--- config.mk ---
export PLATFORM = sky130hd
export DESIGN_NAME = los_monitor
export DESIGN_NICKNAME = d
export VERILOG_FILES = /design/src/rtl/los_mon_pkg.sv /design/src/rtl/los_run_counter.sv /design/src/rtl/los_density_window.sv /design/src/rtl/los_alarm_fsm.sv /design/src/rtl/los_clk_select.sv /design/src/rtl/los_monitor.sv
export SDC_FILE = /design/constraint.sdc
export NUM_CORES = 1
export LEC_CHECK = 0
export ABC_AREA = 1
export BUFFER_PORTS_ARGS = -buffer_cell sky130_fd_sc_hd__buf_2
export CAP_MARGIN = 30
export CORE_ASPECT_RATIO = 0.6
export CORE_UTILIZATION = 40
export DETAILED_ROUTE_END_ITERATION = 6
export RECOVER_POWER = 100
export SLEW_MARGIN = 15
export SYNTH_ARGS = -nofsm -noshare
export SYNTH_HDL_FRONTEND = slang
export SYNTH_SLANG_ARGS = --single-unit
--- constraint.sdc ---
create_clock -name clk -period 2.7 [get_ports clk]
set_input_delay 0.54 -clock clk [delete_from_list [all_inputs] [get_ports clk]]
set_output_delay 0.54 -clock clk [all_outputs]
set_load 0.01 [all_outputs]
--- src/rtl/los_mon_pkg.sv ---
package los_mon_pkg;

    typedef enum logic {
        ST_MONITOR = 1'b0,
        ST_ALARM   = 1'b1
    } los_state_e;

    typedef enum logic [1:0] {
        SRC_REC  = 2'd0,
        SRC_REF  = 2'd1,
        SRC_XTAL = 2'd2
    } clk_src_e;

endpackage

--- src/rtl/los_run_counter.sv ---
module los_run_counter #(
    parameter int RUN_LIMIT = 175,
    parameter int RW        = $clog2(RUN_LIMIT + 1)
) (
    input  logic          clk,
    input  logic          rst_n,
    input  logic          clr,
    input  logic          bit_en,
    input  logic          bit_in,
    output logic [RW-1:0] run_q,
    output logic [RW-1:0] run_nxt
);
    localparam logic [RW-1:0] RUN_LIM = RW'(RUN_LIMIT);

    always_comb begin
        run_nxt = run_q;
        if (clr) begin
            run_nxt = '0;
        end else if (bit_en) begin
            if (bit_in)
                run_nxt = '0;
            else if (run_q != RUN_LIM)
                run_nxt = run_q + 1'b1;
        end
    end

    always_ff @(posedge clk or negedge rst_n) begin
        if (!rst_n) run_q <= '0;
        else        run_q <= run_nxt;
    end


    idle_hold_chk: assert property (@(posedge clk) disable iff (!rst_n)
        (!bit_en && !clr) |=> $stable(run_q));

endmodule

--- src/rtl/los_density_window.sv ---
module los_density_window #(
    parameter int WIN     = 32,
    parameter int MAX_GAP = 15,
    parameter int RW      = 8,
    parameter int CW      = $clog2(WIN + 1)
) (
    input  logic          clk,
    input  logic          rst_n,
    input  logic          clr,
    input  logic          bit_en,
    input  logic          bit_in,
    input  logic [RW-1:0] run_nxt,
    output logic [CW-1:0] ones_q,
    output logic [CW-1:0] ones_nxt,
    output logic [CW-1:0] clean_q,
    output logic [CW-1:0] clean_nxt
);
    localparam logic [CW-1:0] WIN_LIM = CW'(WIN);
    localparam logic [RW-1:0] GAP_LIM = RW'(MAX_GAP);

    logic [WIN-1:0] win_q;
    logic [WIN-1:0] win_nxt;
    logic           leaving;
    logic           bad_bit;

    assign leaving = win_q[WIN-1];
    assign bad_bit = !bit_in && (run_nxt > GAP_LIM);

    always_comb begin
        win_nxt   = win_q;
        ones_nxt  = ones_q;
        clean_nxt = clean_q;
        if (clr) begin
            win_nxt   = '0;
            ones_nxt  = '0;
            clean_nxt = '0;
        end else if (bit_en) begin
            win_nxt  = {win_q[WIN-2:0], bit_in};
            ones_nxt = ones_q + CW'(bit_in) - CW'(leaving);
            if (bad_bit)
                clean_nxt = '0;
            else if (clean_q != WIN_LIM)
                clean_nxt = clean_q + 1'b1;
        end
    end

    always_ff @(posedge clk or negedge rst_n) begin
        if (!rst_n) begin
            win_q   <= '0;
            ones_q  <= '0;
            clean_q <= '0;
        end else begin
            win_q   <= win_nxt;
            ones_q  <= ones_nxt;
            clean_q <= clean_nxt;
        end
    end


    ones_range_chk: assert property (@(posedge clk) disable iff (!rst_n)
        ones_q <= WIN_LIM);


    gap_reset_chk: assert property (@(posedge clk) disable iff (!rst_n)
        (bit_en && !clr && !bit_in && run_nxt > GAP_LIM) |=> (clean_q == '0));

endmodule

--- src/rtl/los_alarm_fsm.sv ---
module los_alarm_fsm
    import los_mon_pkg::*;
#(
    parameter int RUN_LIMIT = 175,
    parameter int WIN       = 32,
    parameter int MIN_MARKS = 4,
    parameter int RW        = 8,
    parameter int CW        = 6
) (
    input  logic          clk,
    input  logic          rst_n,
    input  logic          clr,
    input  logic          bit_en,
    input  logic [RW-1:0] run_q,
    input  logic [RW-1:0] run_nxt,
    input  logic [CW-1:0] ones_q,
    input  logic [CW-1:0] ones_nxt,
    input  logic [CW-1:0] clean_q,
    input  logic [CW-1:0] clean_nxt,
    output logic          los,
    output logic          los_chg
);
    localparam logic [RW-1:0] RUN_LIM  = RW'(RUN_LIMIT);
    localparam logic [CW-1:0] WIN_LIM  = CW'(WIN);
    localparam logic [CW-1:0] ONES_LIM = CW'(MIN_MARKS);

    los_state_e state_q, state_d;
    logic       chg_q;

    always_comb begin
        state_d = state_q;
        unique case (state_q)
            ST_MONITOR: begin
                if (!clr && bit_en && run_nxt == RUN_LIM)
                    state_d = ST_ALARM;
            end
            ST_ALARM: begin
                if (clr)
                    state_d = ST_MONITOR;
                else if (bit_en && ones_nxt >= ONES_LIM && clean_nxt == WIN_LIM)
                    state_d = ST_MONITOR;
            end
            default: state_d = ST_MONITOR;
        endcase
    end

    always_ff @(posedge clk or negedge rst_n) begin
        if (!rst_n) state_q <= ST_MONITOR;
        else        state_q <= state_d;
    end

    always_ff @(posedge clk or negedge rst_n) begin
        if (!rst_n) chg_q <= 1'b0;
        else        chg_q <= (state_d != state_q);
    end

    assign los     = (state_q == ST_ALARM);
    assign los_chg = chg_q;


    alarm_entry_chk: assert property (@(posedge clk) disable iff (!rst_n)
        $rose(los) |-> (run_q == RUN_LIM));


    alarm_exit_chk: assert property (@(posedge clk) disable iff (!rst_n)
        $fell(los) |-> ($past(clr) || (clean_q == WIN_LIM && ones_q >= ONES_LIM)));


    change_pulse_chk: assert property (@(posedge clk) disable iff (!rst_n)
        los_chg |-> (los != $past(los)));

endmodule

--- src/rtl/los_clk_select.sv ---
module los_clk_select
    import los_mon_pkg::*;
(
    input  logic clk,
    input  logic rst_n,
    input  logic los,
    input  logic ref_present,
    input  logic rec_en,
    input  logic ref_en,
    input  logic xtal_en,
    output logic rclk_out
);
    clk_src_e sel_q, sel_d, want;

    function automatic logic src_en(input clk_src_e s, input logic a,
                                    input logic b, input logic c);
        logic r;
        unique case (s)
            SRC_REC:  r = a;
            SRC_REF:  r = b;
            SRC_XTAL: r = c;
            default:  r = 1'b0;
        endcase
        return r;
    endfunction

    always_comb begin
        if (!los)             want = SRC_REC;
        else if (ref_present) want = SRC_REF;
        else                  want = SRC_XTAL;
    end

    always_comb begin
        sel_d = sel_q;
        unique case (sel_q)
            SRC_REC, SRC_REF, SRC_XTAL: begin
                if (want != sel_q
                    && !src_en(sel_q, rec_en, ref_en, xtal_en)
                    && !src_en(want, rec_en, ref_en, xtal_en))
                    sel_d = want;
            end
            default: sel_d = SRC_REC;
        endcase
    end

    always_ff @(posedge clk or negedge rst_n) begin
        if (!rst_n) sel_q <= SRC_REC;
        else        sel_q <= sel_d;
    end

    always_comb begin
        rclk_out = src_en(sel_q, rec_en, ref_en, xtal_en);
    end


    switch_quiet_chk: assert property (@(posedge clk) disable iff (!rst_n)
        (sel_q != $past(sel_q)) |-> ($past(rclk_out) == 1'b0));

endmodule

--- src/rtl/los_monitor.sv ---
module los_monitor #(
    parameter int RUN_LIMIT = 175,
    parameter int WIN       = 32,
    parameter int MIN_MARKS = 4,
    parameter int MAX_GAP   = 15
) (
    input  logic clk,
    input  logic rst_n,
    input  logic clear_cmd,
    input  logic bit_en,
    input  logic bit_in,
    input  logic ref_present,
    input  logic rec_clk_en,
    input  logic ref_clk_en,
    input  logic xtal_clk_en,
    output logic los,
    output logic los_change,
    output logic rclk_en_out
);
    localparam int RW = $clog2(RUN_LIMIT + 1);
    localparam int CW = $clog2(WIN + 1);

    logic [RW-1:0] run_q, run_nxt;
    logic [CW-1:0] ones_q, ones_nxt, clean_q, clean_nxt;
    logic          los_i;

    los_run_counter #(.RUN_LIMIT(RUN_LIMIT), .RW(RW)) u_run (
        .clk(clk), .rst_n(rst_n), .clr(clear_cmd), .bit_en(bit_en),
        .bit_in(bit_in), .run_q(run_q), .run_nxt(run_nxt)
    );

    los_density_window #(.WIN(WIN), .MAX_GAP(MAX_GAP), .RW(RW), .CW(CW)) u_win (
        .clk(clk), .rst_n(rst_n), .clr(clear_cmd), .bit_en(bit_en),
        .bit_in(bit_in), .run_nxt(run_nxt), .ones_q(ones_q),
        .ones_nxt(ones_nxt), .clean_q(clean_q), .clean_nxt(clean_nxt)
    );

    los_alarm_fsm #(.RUN_LIMIT(RUN_LIMIT), .WIN(WIN), .MIN_MARKS(MIN_MARKS),
                    .RW(RW), .CW(CW)) u_fsm (
        .clk(clk), .rst_n(rst_n), .clr(clear_cmd), .bit_en(bit_en),
        .run_q(run_q), .run_nxt(run_nxt), .ones_q(ones_q),
        .ones_nxt(ones_nxt), .clean_q(clean_q), .clean_nxt(clean_nxt),
        .los(los_i), .los_chg(los_change)
    );

    los_clk_select u_sel (
        .clk(clk), .rst_n(rst_n), .los(los_i), .ref_present(ref_present),
        .rec_en(rec_clk_en), .ref_en(ref_clk_en), .xtal_en(xtal_clk_en),
        .rclk_out(rclk_en_out)
    );

    assign los = los_i;

endmodule

# == Yosys cells after proc, flatten, opt, wreduce, memory -nomap -nowiden ==
# Cells that the tools add are included.
# classes
mul,0
shift,0
n_div,0
n_bitwise,1
n_reduce_logical,15
magnitude_cmp,2
eq_ne,11
mux,24
addsub,4
# op_table
cell,n
32-bit 2-to-1 mux,2
6-bit 2-to-1 mux,6
8-bit 2-to-1 mux,4
"8-bit by 1-bit adder with 8-bit output, second input constant",1
"8-bit == test, second input constant",1
"8-bit by 4-bit greater-than comparator with 1-bit output, second input constant",1
2-bit 2-to-1 mux,4
"8-bit != test, second input constant",1
1-bit logical AND,7
6-bit by 1-bit adder with 6-bit output,1
"6-bit by 1-bit adder with 6-bit output, second input constant",1
"6-bit == test, second input constant",1
"6-bit by 3-bit >= comparator with 1-bit output, second input constant",1
"6-bit != test, second input constant",1
1-bit case mux with 3 select lines,2
6-bit by 1-bit subtractor with 6-bit output,1
1-bit 2-to-1 mux,5
"2-bit by 1-bit == test with 1-bit output, second input constant",2
"2-bit == test, second input constant",2
1-bit zero test,4
2-bit zero test,2
3-bit OR reduction,1
"2-bit by 1-bit != test with 1-bit output, second input constant",1
2-bit != test,1
4 further kinds,4
# totals
reg_bits,56
in_bits,9
ramBits,0
memories,0
output_inout_bits,3
wordCells,64
rom_bits,0
latchBits,0

# == Logic depth before layout (Yosys ltp) ==
# Gate-level depths: netlist of the first run.
# logic_depth
depth_word,16
ltp_mapped,19
ltp_nobuf,19

# == Cells and area by module ==
# From an unflattened synthesis of the first run, not the netlist that was laid out.
# unflattened
hier_cells,344
hier_area_um2,2934.1
# modules_own_cells
module,n_inst,cells_each,seq_area_each_um2,area_per_inst_um2
los_density_window,1,210,1101.1,2039.5
los_run_counter,1,71,200.2,514.2
los_clk_select,1,35,50.0,214.0
los_alarm_fsm,1,28,50.0,166.4

# == Least setup slack after synthesis of the first run ==
# Ideal clock, no wire load.
# synth_path
path_kind,reg-to-reg
startpoint,register u_win.win_q[31]
endpoint,register u_fsm.chg_q (netlist: u_fsm.los_chg)
synth_period_minus_slack_ps,2243
n_path_buf,0
path_slack_ps,457
path_stages_with_launch,17
t_arrival_ps,2125
cell_sequence,dfrtp_1 -> ha_1 -> inv_1 -> ha_1 -> fa_1 -> nand2_1 -> nand2_1 -> a21oi_1 -> inv_1 -> o21ai_0 -> o21ai_0 -> nor3_1 -> nand2_1 -> nand3_1 -> nand2_1 -> nand2_1 -> nand2_1
# synth_between
elab_chain_cells,10
# synth_rtl
item,line,rtl
start: declaration,los_density_window.sv:21,logic [WIN-1:0] win_q;
start signal: assignment,los_density_window.sv:53,win_q <= win_nxt;
6-bit by 1-bit subtractor with 6-bit output,los_density_window.sv:39,ones_nxt = ones_q + CW'(bit_in) - CW'(leaving);
6-bit 2-to-1 mux,los_density_window.sv:37,end else if (bit_en) begin
6-bit 2-to-1 mux,los_density_window.sv:33,if (clr) begin
net ones_nxt[4],los_monitor.sv:24,"logic [CW-1:0] ones_q, ones_nxt, clean_q, clean_nxt;"
6-bit by 3-bit >= comparator with 1-bit output,los_alarm_fsm.sv:40,else if (bit_en && ones_nxt >= ONES_LIM && clean_nxt == WIN_LIM)
1-bit logical AND (2 in series),los_alarm_fsm.sv:40,
1-bit 2-to-1 mux,los_alarm_fsm.sv:40,
1-bit 2-to-1 mux,los_alarm_fsm.sv:38,if (clr)
1-bit case mux with 2 select lines,los_alarm_fsm.sv:32,unique case (state_q)
1-bit != test,los_alarm_fsm.sv:54,else chg_q <= (state_d != state_q);
end signal: assignment,los_alarm_fsm.sv:54,
end: declaration,los_alarm_fsm.sv:28,logic chg_q;
# The timed path passes the listed nets, and every way through them passes these cells.
# A chain may end at the register's enable or synchronous reset.

# == Worst setup path in the final report of the first run ==
# layout_path
startpoint,input port bit_en
endpoint,register u_fsm.chg_q (netlist: u_fsm.los_chg)
# layout_between
elab_chain_cells,13
word_cells_on_any_way,21
classes_between,order compare: 2; eq/ne: 3; mux: 11; reduce/logical: 5
# layout_rtl
item,line,rtl
start: declaration,los_monitor.sv:10,"input logic bit_en,"
8-bit 2-to-1 mux *,los_run_counter.sv:19,end else if (bit_en) begin
8-bit 2-to-1 mux *,los_run_counter.sv:17,if (clr) begin
net run_nxt[6],los_monitor.sv:23,"logic [RW-1:0] run_q, run_nxt;"
8-bit by 4-bit greater-than comparator with 1-bit output,los_density_window.sv:27,assign bad_bit = !bit_in && (run_nxt > GAP_LIM);
1-bit logical AND,los_density_window.sv:27,
6-bit 2-to-1 mux,los_density_window.sv:40,if (bad_bit)
6-bit 2-to-1 mux,los_density_window.sv:37,
6-bit 2-to-1 mux,los_density_window.sv:33,
6-bit == test,los_alarm_fsm.sv:40,
1-bit logical AND,los_alarm_fsm.sv:40,
1-bit 2-to-1 mux,los_alarm_fsm.sv:40,
1-bit 2-to-1 mux,los_alarm_fsm.sv:38,
1-bit case mux with 2 select lines *,los_alarm_fsm.sv:32,
1-bit != test *,los_alarm_fsm.sv:54,
# Mark *: on every way through the listed nets, which the timed path passes. The rest lies on a longest branch.

==> metrics.md, run 1 <==
| Metric | Value |
|---|---|
| Clk pwr share | `between 30% and 40%` |
| Die X | `roughly 110 um` |
| Clk sinks | `56` |
| CTS H-tree depth | `2` |
| Post-synth EDFFs | `0` |
| Diode count | `0` |
| Residual DRC | `0` |
| Max Cap Viol | `0` |
| CTS tree | `built` |
| Vias in the first global route | `~2000` |
| Mapped Cells | `330` |
| Initial core utilization | `42.4%` |
| CTS hold repair buffers | `0` |
| Synthesized area | `between 2000 and 3000 um^2` |
| RSZ-0062 raised after global routing | `false` |
| Die height | `a little under 70 um` |
| Max VDD drop | `0.253 mV` |
| Final GP Congestion | `a little under 0.8` |
| CTS Root Cell | `clkbuf_16` |
| Synthesized flop and latch total | `56` |
| DP Wirelength | `roughly 3800 um` |
| WL final | `5390 um` |
| Max Slew Vio Count | `0` |
| Most common cell after layout, fill and taps aside | `inv_1` |
| Clock slew at reported path FFs | `around 80 ps` |
| Main synth FF type | `dfrtp_1` |
| Largest net degree at the start of global routing | `57` |
| Status | `finished, final reports clean` |
| Critical path capture point type | `flop` |
| First-pass GRT wire length | `roughly 9500 um` |
| Cell type with the largest total area after synthesis | `dfrtp_1` |
| Design Power | `1.71 mW` |
| Final hold viol count | `0` |
| Initial antenna violation count | `0` |
| DIE AREA | `7610 um^2` |
| CTS max path bufs | `2` |
| Initial DRC count | `between 100 and 150` |
| Initial DRT Pass Iterations | `4` |
| Layout cell share with drive strength beyond 1 | `a little over a tenth` |
| Worst reg2reg path depth | `16` |
| Slew Limit Headroom | `9.35%` |
| Hold depth | `2` |
| Commonest cells after routing, fill and taps aside | `inv_1 (68), dfrtp_1 (56), nand2_1 (51)` |
| Drt via density | `roughly 4.9` |
| Pwr dens | `around 540 nW/um^2` |
| Hold crit path type | `input pin to flop` |
| DR WL/cell | `approximately 12 um` |
| Placement Cell Area | `roughly 3000 um^2` |
| Buffers added on ports | `11` |
| Warnings, synthesis | `0` |
| Fin nets | `approximately 360` |
| Sequential power share | `roughly 50%` |
| Switching component of the power | `roughly 0.45 mW` |
| DR vias | `2092` |
| CTS buffer count | `5` |
| Total grt overflow | `0` |
| Post-Syn Area per Cell | `approximately 8.8 um^2` |
| Antenna Violating Nets Remaining | `0` |
| Fmax | `a little over 0.4 GHz` |
| CP arrival | `2700 ps` |
| Synth top area share | `48.3%` |
| WHS | `about 500 ps` |
| Worst slew pin tran | `around 1400 ps` |
| Clock skew | `7.61 ps` |
| CP Max Fanout | `11` |
| Mapped Nets | `349` |
| Top cells by area, synth | `dfrtp_1 (48%), inv_1 (8.7%), o22ai_1 (6.7%)` |
| Comb pwr share | `between 10% and 20%` |
| Sequential fraction of the synthesis area | `between 40 and 50%` |
| Setup crit start kind | `input pin` |
| Clk Latency, worst-skew pair | `290 ps` |
| All-Layer GR Usage | `between 10% and 20%` |
| Core Box Area | `6850 um^2` |
| Post-route setup TNS | `0 ps` |
| Tcrit/Tclk final | `approximately nine tenths` |
| Sw frac | `approximately a quarter` |
| Ys async rst share | `100%` |
| I/O pin total | `12` |
| Netlist cell types | `36` |
| Critical path required time | `2940 ps` |
| Cell row count | `23` |
| P_int | `1.27 mW` |
| # setup viols final | `0` |
| Area delta synth->final | `8.62%` |
| Leak Pwr | `1.49 nW` |
| CP Class | `input pin to flop` |
| Fin crit period | `2460 ps` |
| Design area | `~3200 um^2` |
[repair_timing]
action,in CTS,in global routing
gates resized for setup,0,4
setup endpoints to repair,0,2
buffers inserted,0,1
[flip-flops by register name (all words and copies together), names as in the netlist]
register,count
u_fsm.los_chg,1
u_win.clean_q,6
u_run.run_q,8
u_win.ones_q,6
u_sel.sel_q,2
u_fsm.los,1
u_win.win_q,32
[metal layers]
metal	GRT usage (%)	wire, um
met4	4.00	27
met3	4.07	210
met1	24.4	3130
met2	22.7	2010
met5	0	0
[cell usage after synthesis, types with 3 or more instances]
master	instances
nand3_1	18
nand2_2	6
o21ai_0	19
nor2_4	3
nand2_4	6
ha_1	9
a21oi_1	9
inv_1	67
nand3_2	3
dfrtp_1	56
nor3_1	5
clkbuf_1	4
nor2_1	17
nand2_1	46
xor2_1	5
o22ai_1	31
[metrics by stage]
step / util [%] / worst slack, ps / std cells
floorplan: - / 457 / 330
global placement: 44.5 / 227 / 422
detailed placement: 44.5 / 154 / 422
CTS: 46.7 / 186 / 430
global route: 46.0 / 3.08 / 431
finish: 46.0 / 237 / 431
[kinds of logic (layout without fill, tap and decap cells)]
| kind of cell | after synthesis | in the layout | synth area share (%) |
|---|---|---|---|
| AND/OR/NAND/NOR | 108 | 108 | 19.3 |
| buffers and inverters | 80 | 94 | 10.9 |
| AO/OA/AOI/OAI | 70 | 70 | 15.2 |
| flip-flops | 56 | 56 | 48.3 |
| adder cells (fa/ha/maj) | 10 | 10 | 4.57 |
| XOR/XNOR | 6 | 6 | 1.81 |
[worst paths after layout]
kind                                      start              end  slack (ps)
min in group asynchronous                 rst_n  u_win.win_q[20]         630
worst max register to register  u_win.win_q[31]    u_fsm.los_chg         280
worst min-delay path                  clear_cmd   u_win.win_q[0]         500
max in group asynchronous                 rst_n   u_run.run_q[1]        1250
worst min register to register   u_win.win_q[2]   u_win.win_q[2]         530
worst max-delay path                     bit_en    u_fsm.los_chg         240
[power groups by stage]
stage	Clock [mW]	Sequential (mW)	Combinational, mW
after floorplan	0	0.880	0.120
after global placement	0	0.882	0.173
after detailed placement	0	0.883	0.176
after CTS	0.702	0.865	0.178
after global routing	0.740	0.868	0.203
final	0.675	0.865	0.173
[layout make-up]
type | count | area (um^2)
fillers | 687 | 3700
flip-flops and latches | 56 | 1400
multi-input cells | 194 | 1140
inverters | 71 | 272
clock buffers | 5 | 125
well taps | 87 | 109
repair buffers | 15 | 77.6
clock inverters | 3 | 28.8
[worst max-delay path: stages]
cell and delay [ps]:
clkbuf_1 400, nand2_1 250, nor2_8 190, nand2_1 130
o21bai_1 310, nor2_4 70, nand2_4 80, nand2_4 70
a21oi_2 140, nand2_1 70, nor2_1 140, nand3_2 90
nand2_1 80, nand2_1 60, nand2_1 60
Power figures use the tool's default switching activity.
==> run 2: changes to the inputs <==
Settings changed: CORE_UTILIZATION 40 to 25.
==> metrics.md, run 2 (same netlist as run 1, synthesis figures left out) <==
| Metric | Value |
|---|---|
| Post-route setup TNS | `0 ps (unchanged)` |
| Critical path capture point type | `flop (unchanged)` |
| Vias in the first global route | `2094 (was 1956)` |
| FILL cells | `1206 (was 687)` |
| Util after Layout | `28.9% (was 46.0%)` |
| Initial DRC count | `145 (was 122)` |
| Fmax | `0.411 GHz (was 0.406 GHz)` |
| Worst-path cell chain | `clkbuf_1 -> nand2_4 -> clkbuf_2 -> a211oi_1 -> a21oi_2 -> nand2_1 -> nor2_1 -> nand3_1 -> nand2_1 -> nand2_1 -> nand2_1 (was clkbuf_1 -> nand2_1 -> nor2_8 -> nand2_1 -> o21bai_1 -> nor2_4 -> nand2_4 -> nand2_4 -> a21oi_2 -> nand2_1 -> nor2_1 -> nand3_2 -> nand2_1 -> nand2_1 -> nand2_1)` |
| Tcrit/Tclk final | `90.1% (was 91.2%)` |
| Max Cap Viol | `0 (unchanged)` |
| Slowest cell on the critical path | `clkbuf_2 (was clkbuf_1)` |
| I/O pin total | `12 (unchanged)` |
| Biggest register | `u_win.win_q (unchanged)` |
| Most common cell after layout, fill and taps aside | `inv_1 (unchanged)` |
| Clk Latency, worst-skew pair | `290 ps (about the same)` |
| Max reg flops | `32 (unchanged)` |
| Cell Count, Final, Fillers Out | `504 (was 431)` |
| All-Layer GR Usage | `10.3% (was 16.1%)` |
| DIE AREA | `12100 um^2 (was 7610 um^2)` |
| CP arrival | `2620 ps (was 2700 ps)` |
| Dpl ws | `210 ps (was 154 ps)` |
| Commonest cells after routing, fill and taps aside | `inv_1 (68), dfrtp_1 (56), nand2_1 (48) (was inv_1 (68), dfrtp_1 (56), nand2_1 (51))` |
| Initial antenna violation count | `0 (unchanged)` |
| Setup WS post-layout | `268 ps (was 237 ps)` |
| Diode count | `0 (unchanged)` |
| Initial DRT Pass Iterations | `4 (unchanged)` |
| CTS H-tree depth | `2 (unchanged)` |
| Slew Limit Headroom | `7.11% (was 9.35%)` |
| Status | `finished, final reports clean (unchanged)` |
| Clock skew | `3.94 ps (was 7.61 ps)` |
| Placed Cells | `495 (was 422)` |
| DP Wirelength | `4040 um (was 3780 um)` |
| Area delta synth->final | `12.4% (was 8.62%)` |
| CTS max path bufs | `2 (unchanged)` |
| Core Box Area | `11300 um^2 (was 6850 um^2)` |
| Total grt overflow | `0 (unchanged)` |
| DR WL/cell | `11.5 um (was 12.5 um)` |
| Initial core utilization | `25.7% (was 42.4%)` |
| Layout cell share with drive strength beyond 1 | `11.6% (was 10.8%)` |
| First-pass GRT wire length | `9890 um (was 9450 um)` |
| Crit-path max cell delay | `500 ps (was 400 ps)` |
| Setup crit start kind | `input pin (unchanged)` |
| Design Power | `1.68 mW (was 1.71 mW)` |
| Hold crit path type | `input pin to flop (unchanged)` |
| CP Max Fanout | `37 (was 11)` |
| Largest regs | `u_win.win_q: 32 flops, u_run.run_q: 8 flops (unchanged)` |
| Cell row count | `30 (was 23)` |
| Worst slew pin tran | `1390 ps (was 1360 ps)` |
| Fin crit period | `2430 ps (was 2460 ps)` |
| Placement Cell Area | `3140 um^2 (was 3050 um^2)` |
| Residual DRC | `0 (unchanged)` |
| CTS tree | `built (unchanged)` |
| Fin nets | `362 (unchanged)` |
| Final GP Congestion | `0.791 (was 0.788)` |
| Design area | `3260 um^2 (was 3150 um^2)` |
| CTS Root Cell | `clkbuf_16 (unchanged)` |
| # setup viols final | `0 (unchanged)` |
| RSZ-0062 raised after global routing | `false (unchanged)` |
| Critical path required time | `2890 ps (was 2940 ps)` |
| CP Launch Point | `bit_en (unchanged)` |
| DR vias | `2139 (was 2092)` |
| WHS | `519 ps (was 504 ps)` |
| Pwr dens | `515 nW/um^2 (was 544 nW/um^2)` |
| Buffers added on ports | `11 (unchanged)` |
| Die X | `141 um (was 112 um)` |
| Hold Crit Start | `clear_cmd (unchanged)` |
| Max VDD drop | `0.228 mV (was 0.253 mV)` |
| Final hold viol count | `0 (unchanged)` |
| WL final | `5780 um (was 5390 um)` |
| Largest net degree at the start of global routing | `57 (unchanged)` |
| Cell repeated most along the worst path | `nand2_1 (unchanged)` |
| CP Class | `input pin to flop (unchanged)` |
| Clock slew at reported path FFs | `70 ps (was 80 ps)` |
| R2R Path Start | `u_win.win_q[31] (unchanged)` |
| Drt via density | `4.24 (was 4.85)` |
| Clk sinks | `56 (unchanged)` |
| CTS buffer count | `5 (unchanged)` |
| Leak Pwr | `1.49 nW (about the same)` |
| Die height | `85.5 um (was 68.0 um)` |
| Antenna Violating Nets Remaining | `0 (unchanged)` |
| Max Slew Vio Count | `0 (unchanged)` |
==> run 2: final timing paths <==
check                                  end  slack [ps]  depth (start not counted)
max                          u_fsm.los_chg         270                         11
min                         u_win.win_q[0]         520                          2
max reg2reg                  u_fsm.los_chg         300                         16
min reg2reg                u_win.win_q[31]         520                          2
max in group asynchronous   u_run.run_q[5]        1220                          2
min in group asynchronous  u_win.ones_q[1]         640                          2
==> run 2: layout make-up <==
cell class,count,area (um^2),share of cell area (%)
Sequential cell,56,1400,42.9
Multi-Input combinational cell,194,1170,35.9
Inverter,71,272,8.32
Tap cell,160,200,6.13
Clock buffer,6,129,3.95
Timing Repair Buffer,15,75.1,2.30
Clock inverter,2,16.3,0.498
==> run 2: repair_timing <==
action / in CTS / in global routing
hold buffers: 0 / 0
gates resized for setup: 0 / 3
hold endpoints to repair: 0 / 0
setup endpoints to repair: 0 / 1
setup buffers: 0 / 1
==> run 2: where the power goes <==
group	switching [mW]	internal (mW)
Clock	0.294	0.346
Sequential	0.0109	0.855
Combinational	0.119	0.0578
==> run 2: worst max-delay path, delay by kind of cell <==
| kind | cells | cell delay (ps) |
|---|---|---|
| compound gates | 2 | 590 |
| buf+inv | 2 | 970 |
| simple gates | 7 | 490 |
==> run 2: routing by layer <==
layer	track usage (%)	vias to the layer above	part of all wire, %
met5	0	-	0
li1	-	1101	-
met3	2.20	13	3.0
met2	14.9	26	42
met4	4.15	0	2.2
met1	14.9	999	53
==> run 3: changes to the inputs <==
Settings changed: CELL_PAD_IN_SITES_DETAIL_PLACEMENT from default to 1, CELL_PAD_IN_SITES_GLOBAL_PLACEMENT from default to 2, PLACE_DENSITY_LB_ADDON from default to 0.1.
==> metrics.md, run 3 (same netlist as run 1, synthesis figures left out) <==
| Metric | Value |
|---|---|
| DIE AREA | `12100 um^2 (unchanged)` |
| All-Layer GR Usage | `13.3% (was 10.3%)` |
| Fin crit period | `2430 ps (about the same)` |
| Cell row count | `30 (unchanged)` |
| R2R Path End | `u_fsm.los_chg (unchanged)` |
| Most common cell after layout, fill and taps aside | `inv_1 (unchanged)` |
| CTS H-tree depth | `2 (unchanged)` |
| CTS Root Cell | `clkbuf_16 (unchanged)` |
| CTS tree | `built (unchanged)` |
| Max VDD drop | `0.261 mV (was 0.228 mV)` |
| RSZ-0062 raised after global routing | `false (unchanged)` |
| Max Slew Vio Count | `29 (was 0)` |
| Crit-path max cell delay | `400 ps (was 500 ps)` |
| Largest regs | `u_win.win_q: 32 flops, u_run.run_q: 8 flops (unchanged)` |
| Clk Latency, worst-skew pair | `300 ps (was 290 ps)` |
| Dpl ws | `149 ps (was 210 ps)` |
| Initial DRT Pass Iterations | `4 (unchanged)` |
| Vias in the first global route | `2305 (was 2094)` |
| Worst slew pin tran | `1570 ps (was 1390 ps)` |
| WHS Endpoint | `u_win.win_q[7] (was u_win.win_q[0])` |
| Max Cap Viol | `1 (was 0)` |
| Placement Cell Area | `3160 um^2 (was 3140 um^2)` |
| Comb pwr share | `11.1% (was 10.5%)` |
| Switching component of the power | `0.446 mW (was 0.423 mW)` |
| Diode count | `0 (unchanged)` |
| Slew Limit Headroom | `-4.84% (was 7.11%)` |
| Design Power | `1.70 mW (was 1.68 mW)` |
| Failing checks | `capacitance limit, slew limit` |
| DR WL/cell | `13.9 um (was 11.5 um)` |
| Clk sinks | `56 (unchanged)` |
| Initial core utilization | `25.7% (unchanged)` |
| Initial antenna violation count | `0 (unchanged)` |
| Antenna Violating Nets Remaining | `0 (unchanged)` |
| Hold crit path type | `flop to flop (was input pin to flop)` |
| Area delta synth->final | `12.2% (was 12.4%)` |
| Flop2flop setup slack | `270 ps (was 300 ps)` |
| Clk pwr share | `37.9% (was 38.0%)` |
| CP Class | `flop to flop (was input pin to flop)` |
| Die height | `85.5 um (unchanged)` |
| Cell repeated most along the worst path | `nand2_1 (unchanged)` |
| CTS buffer count | `5 (unchanged)` |
| Multi-input logic area | `1160 um^2 (was 1170 um^2)` |
| Setup crit start kind | `flop (was input pin)` |
| Final hold viol count | `0 (unchanged)` |
| Pwr dens | `521 nW/um^2 (was 515 nW/um^2)` |
| R2R Path Start | `u_win.win_q[31] (unchanged)` |
| Sequential power share | `51.0% (was 51.5%)` |
| Fin nets | `364 (was 362)` |
| Critical path required time | `2890 ps (about the same)` |
| Buffers added on ports | `11 (unchanged)` |
| Leak Pwr | `1.49 nW (about the same)` |
| # setup viols final | `0 (unchanged)` |
| Critical path capture point type | `flop (unchanged)` |
| FILL cells | `1336 (was 1206)` |
| Total grt overflow | `0 (unchanged)` |
| DR vias | `2182 (was 2139)` |
| Biggest register | `u_win.win_q (unchanged)` |
| Layout cell share with drive strength beyond 1 | `10.7% (was 11.6%)` |
| Commonest cells after routing, fill and taps aside | `inv_1 (68), dfrtp_1 (56), nand2_1 (49) (was inv_1 (68), dfrtp_1 (56), nand2_1 (48))` |
| P_int | `1.25 mW (was 1.26 mW)` |
| Drt via density | `4.32 (was 4.24)` |
| Clock skew | `7.73 ps (was 3.94 ps)` |
| CP arrival | `2620 ps (about the same)` |
| Storage cell area | `1400 um^2 (unchanged)` |
| CP Max Fanout | `3 (was 37)` |
| DP Wirelength | `5300 um (was 4040 um)` |
| WL final | `7040 um (was 5780 um)` |
| Hold depth | `2 (unchanged)` |
| Hold Crit Start | `u_win.win_q[7] (was clear_cmd)` |
| Worst reg2reg path depth | `16 (unchanged)` |
| Tcrit/Tclk final | `89.8% (was 90.1%)` |
| Worst-path cell chain | `ha_1 -> inv_1 -> ha_1 -> fa_1 -> nand2_1 -> nand2_1 -> a21oi_1 -> inv_1 -> o21ai_2 -> o21ai_2 -> nor3_2 -> nand2_1 -> nand3_1 -> nand2_1 -> nand2_1 -> nand2_1 (was clkbuf_1 -> nand2_4 -> clkbuf_2 -> a211oi_1 -> a21oi_2 -> nand2_1 -> nor2_1 -> nand3_1 -> nand2_1 -> nand2_1 -> nand2_1)` |
| Max reg flops | `32 (unchanged)` |
| Design area | `3260 um^2 (about the same)` |
| Final GP Congestion | `0.719 (was 0.791)` |
| Die X | `141 um (unchanged)` |
| First-pass GRT wire length | `12400 um (was 9890 um)` |
| Residual DRC | `0 (unchanged)` |
| Initial DRC count | `103 (was 145)` |
| Clock slew at reported path FFs | `80 ps (was 70 ps)` |
| Post-route setup TNS | `0 ps (unchanged)` |
| I/O pin total | `12 (unchanged)` |
| Fmax | `0.412 GHz (was 0.411 GHz)` |
| CTS max path bufs | `2 (unchanged)` |
| Status | `finished, violations left (was finished, final reports clean)` |
| Core Box Area | `11300 um^2 (unchanged)` |
| Sw frac | `26.3% (was 25.2%)` |
| Slowest cell on the critical path | `fa_1 (was clkbuf_2)` |
| Post-CTS Setup Bufs | `0 (unchanged)` |
| Setup WS post-layout | `275 ps (was 268 ps)` |
| Largest net degree at the start of global routing | `33 (was 57)` |
-- run 3: cell types whose count changed in the layout (fill, tap and decap cells not counted), moves of 2 or more --
cell      change
clkbuf_1      +3
clkbuf_2      -2
nand2_4       -2
o21ai_2       +2
-- run 3: area by class of cell --
cell class,count,area share [%]
clock inverters,2,0.384
inverters,71,8.34
flip-flops and latches,56,43.0
clock buffers,5,3.84
well taps,160,6.15
multi-input cells,194,35.7
repair buffers,17,2.54
-- run 3: worst max-delay path by stage --
stage / start / endpoint / slack, ps / depth (start not counted)
2_1_floorplan: u_win.win_q[31] / u_fsm.los_chg / 460 / 16
3_3_place_gp: bit_in / u_fsm.los_chg / 200 / 15
3_5_place_dp: bit_in / u_fsm.los_chg / 150 / 15
4_1_cts: u_win.win_q[31] / u_fsm.los_chg / 170 / 16
5_1_grt: bit_en / u_win.clean_q[3] / 30 / 5
6_report: u_win.win_q[31] / u_fsm.los_chg / 270 / 16
-- run 3: layer usage --
metal  global-route usage (%)  vias up  part of all wire, %
met3                     2.77        7                  1.7
li1                         -     1111                    -
met1                     20.8     1055                   59
met2                     18.0        9                   38
met4                     3.85        0                  1.2
met5                        0        -                    0
-- run 3: critical path, delay by kind of cell (launching register included) --
| family | cells | cell delay, ps |
|---|---|---|
| adders and majority gates | 3 | 860 |
| and+or+nand+nor | 8 | 620 |
| DFF | 1 | 390 |
| AOI/OAI and AO/OA | 3 | 320 |
| buffers and inverters | 2 | 120 |
-- run 3: what timing repair did --
action / 4_1_cts / 5_1_grt
endpoints found under the hold margin: 0 / 0
hold buffers: 0 / 0
setup endpoints to repair: 0 / 2
gates resized for setup: 0 / 5
-- run 3: per-stage QoR --
step	instances	util (%)	hold slack [ps]
floorplan	330	-	244
global placement	498	28.0	493
detailed placement	498	28.0	492
CTS	505	29.2	296
global route	505	28.8	536
finish	505	28.8	526
-- run 3: power groups by stage --
| stage | sequential [mW] | combinational (mW) | clock [mW] |
|---|---|---|---|
| 4_1_cts | 0.866 | 0.189 | 0.677 |
| 3_5_place_dp | 0.882 | 0.188 | 0 |
| 5_1_grt | 0.867 | 0.221 | 0.707 |
| 3_3_place_gp | 0.882 | 0.188 | 0 |
| 2_1_floorplan | 0.880 | 0.120 | 0 |
| 6_report | 0.865 | 0.188 | 0.644 |
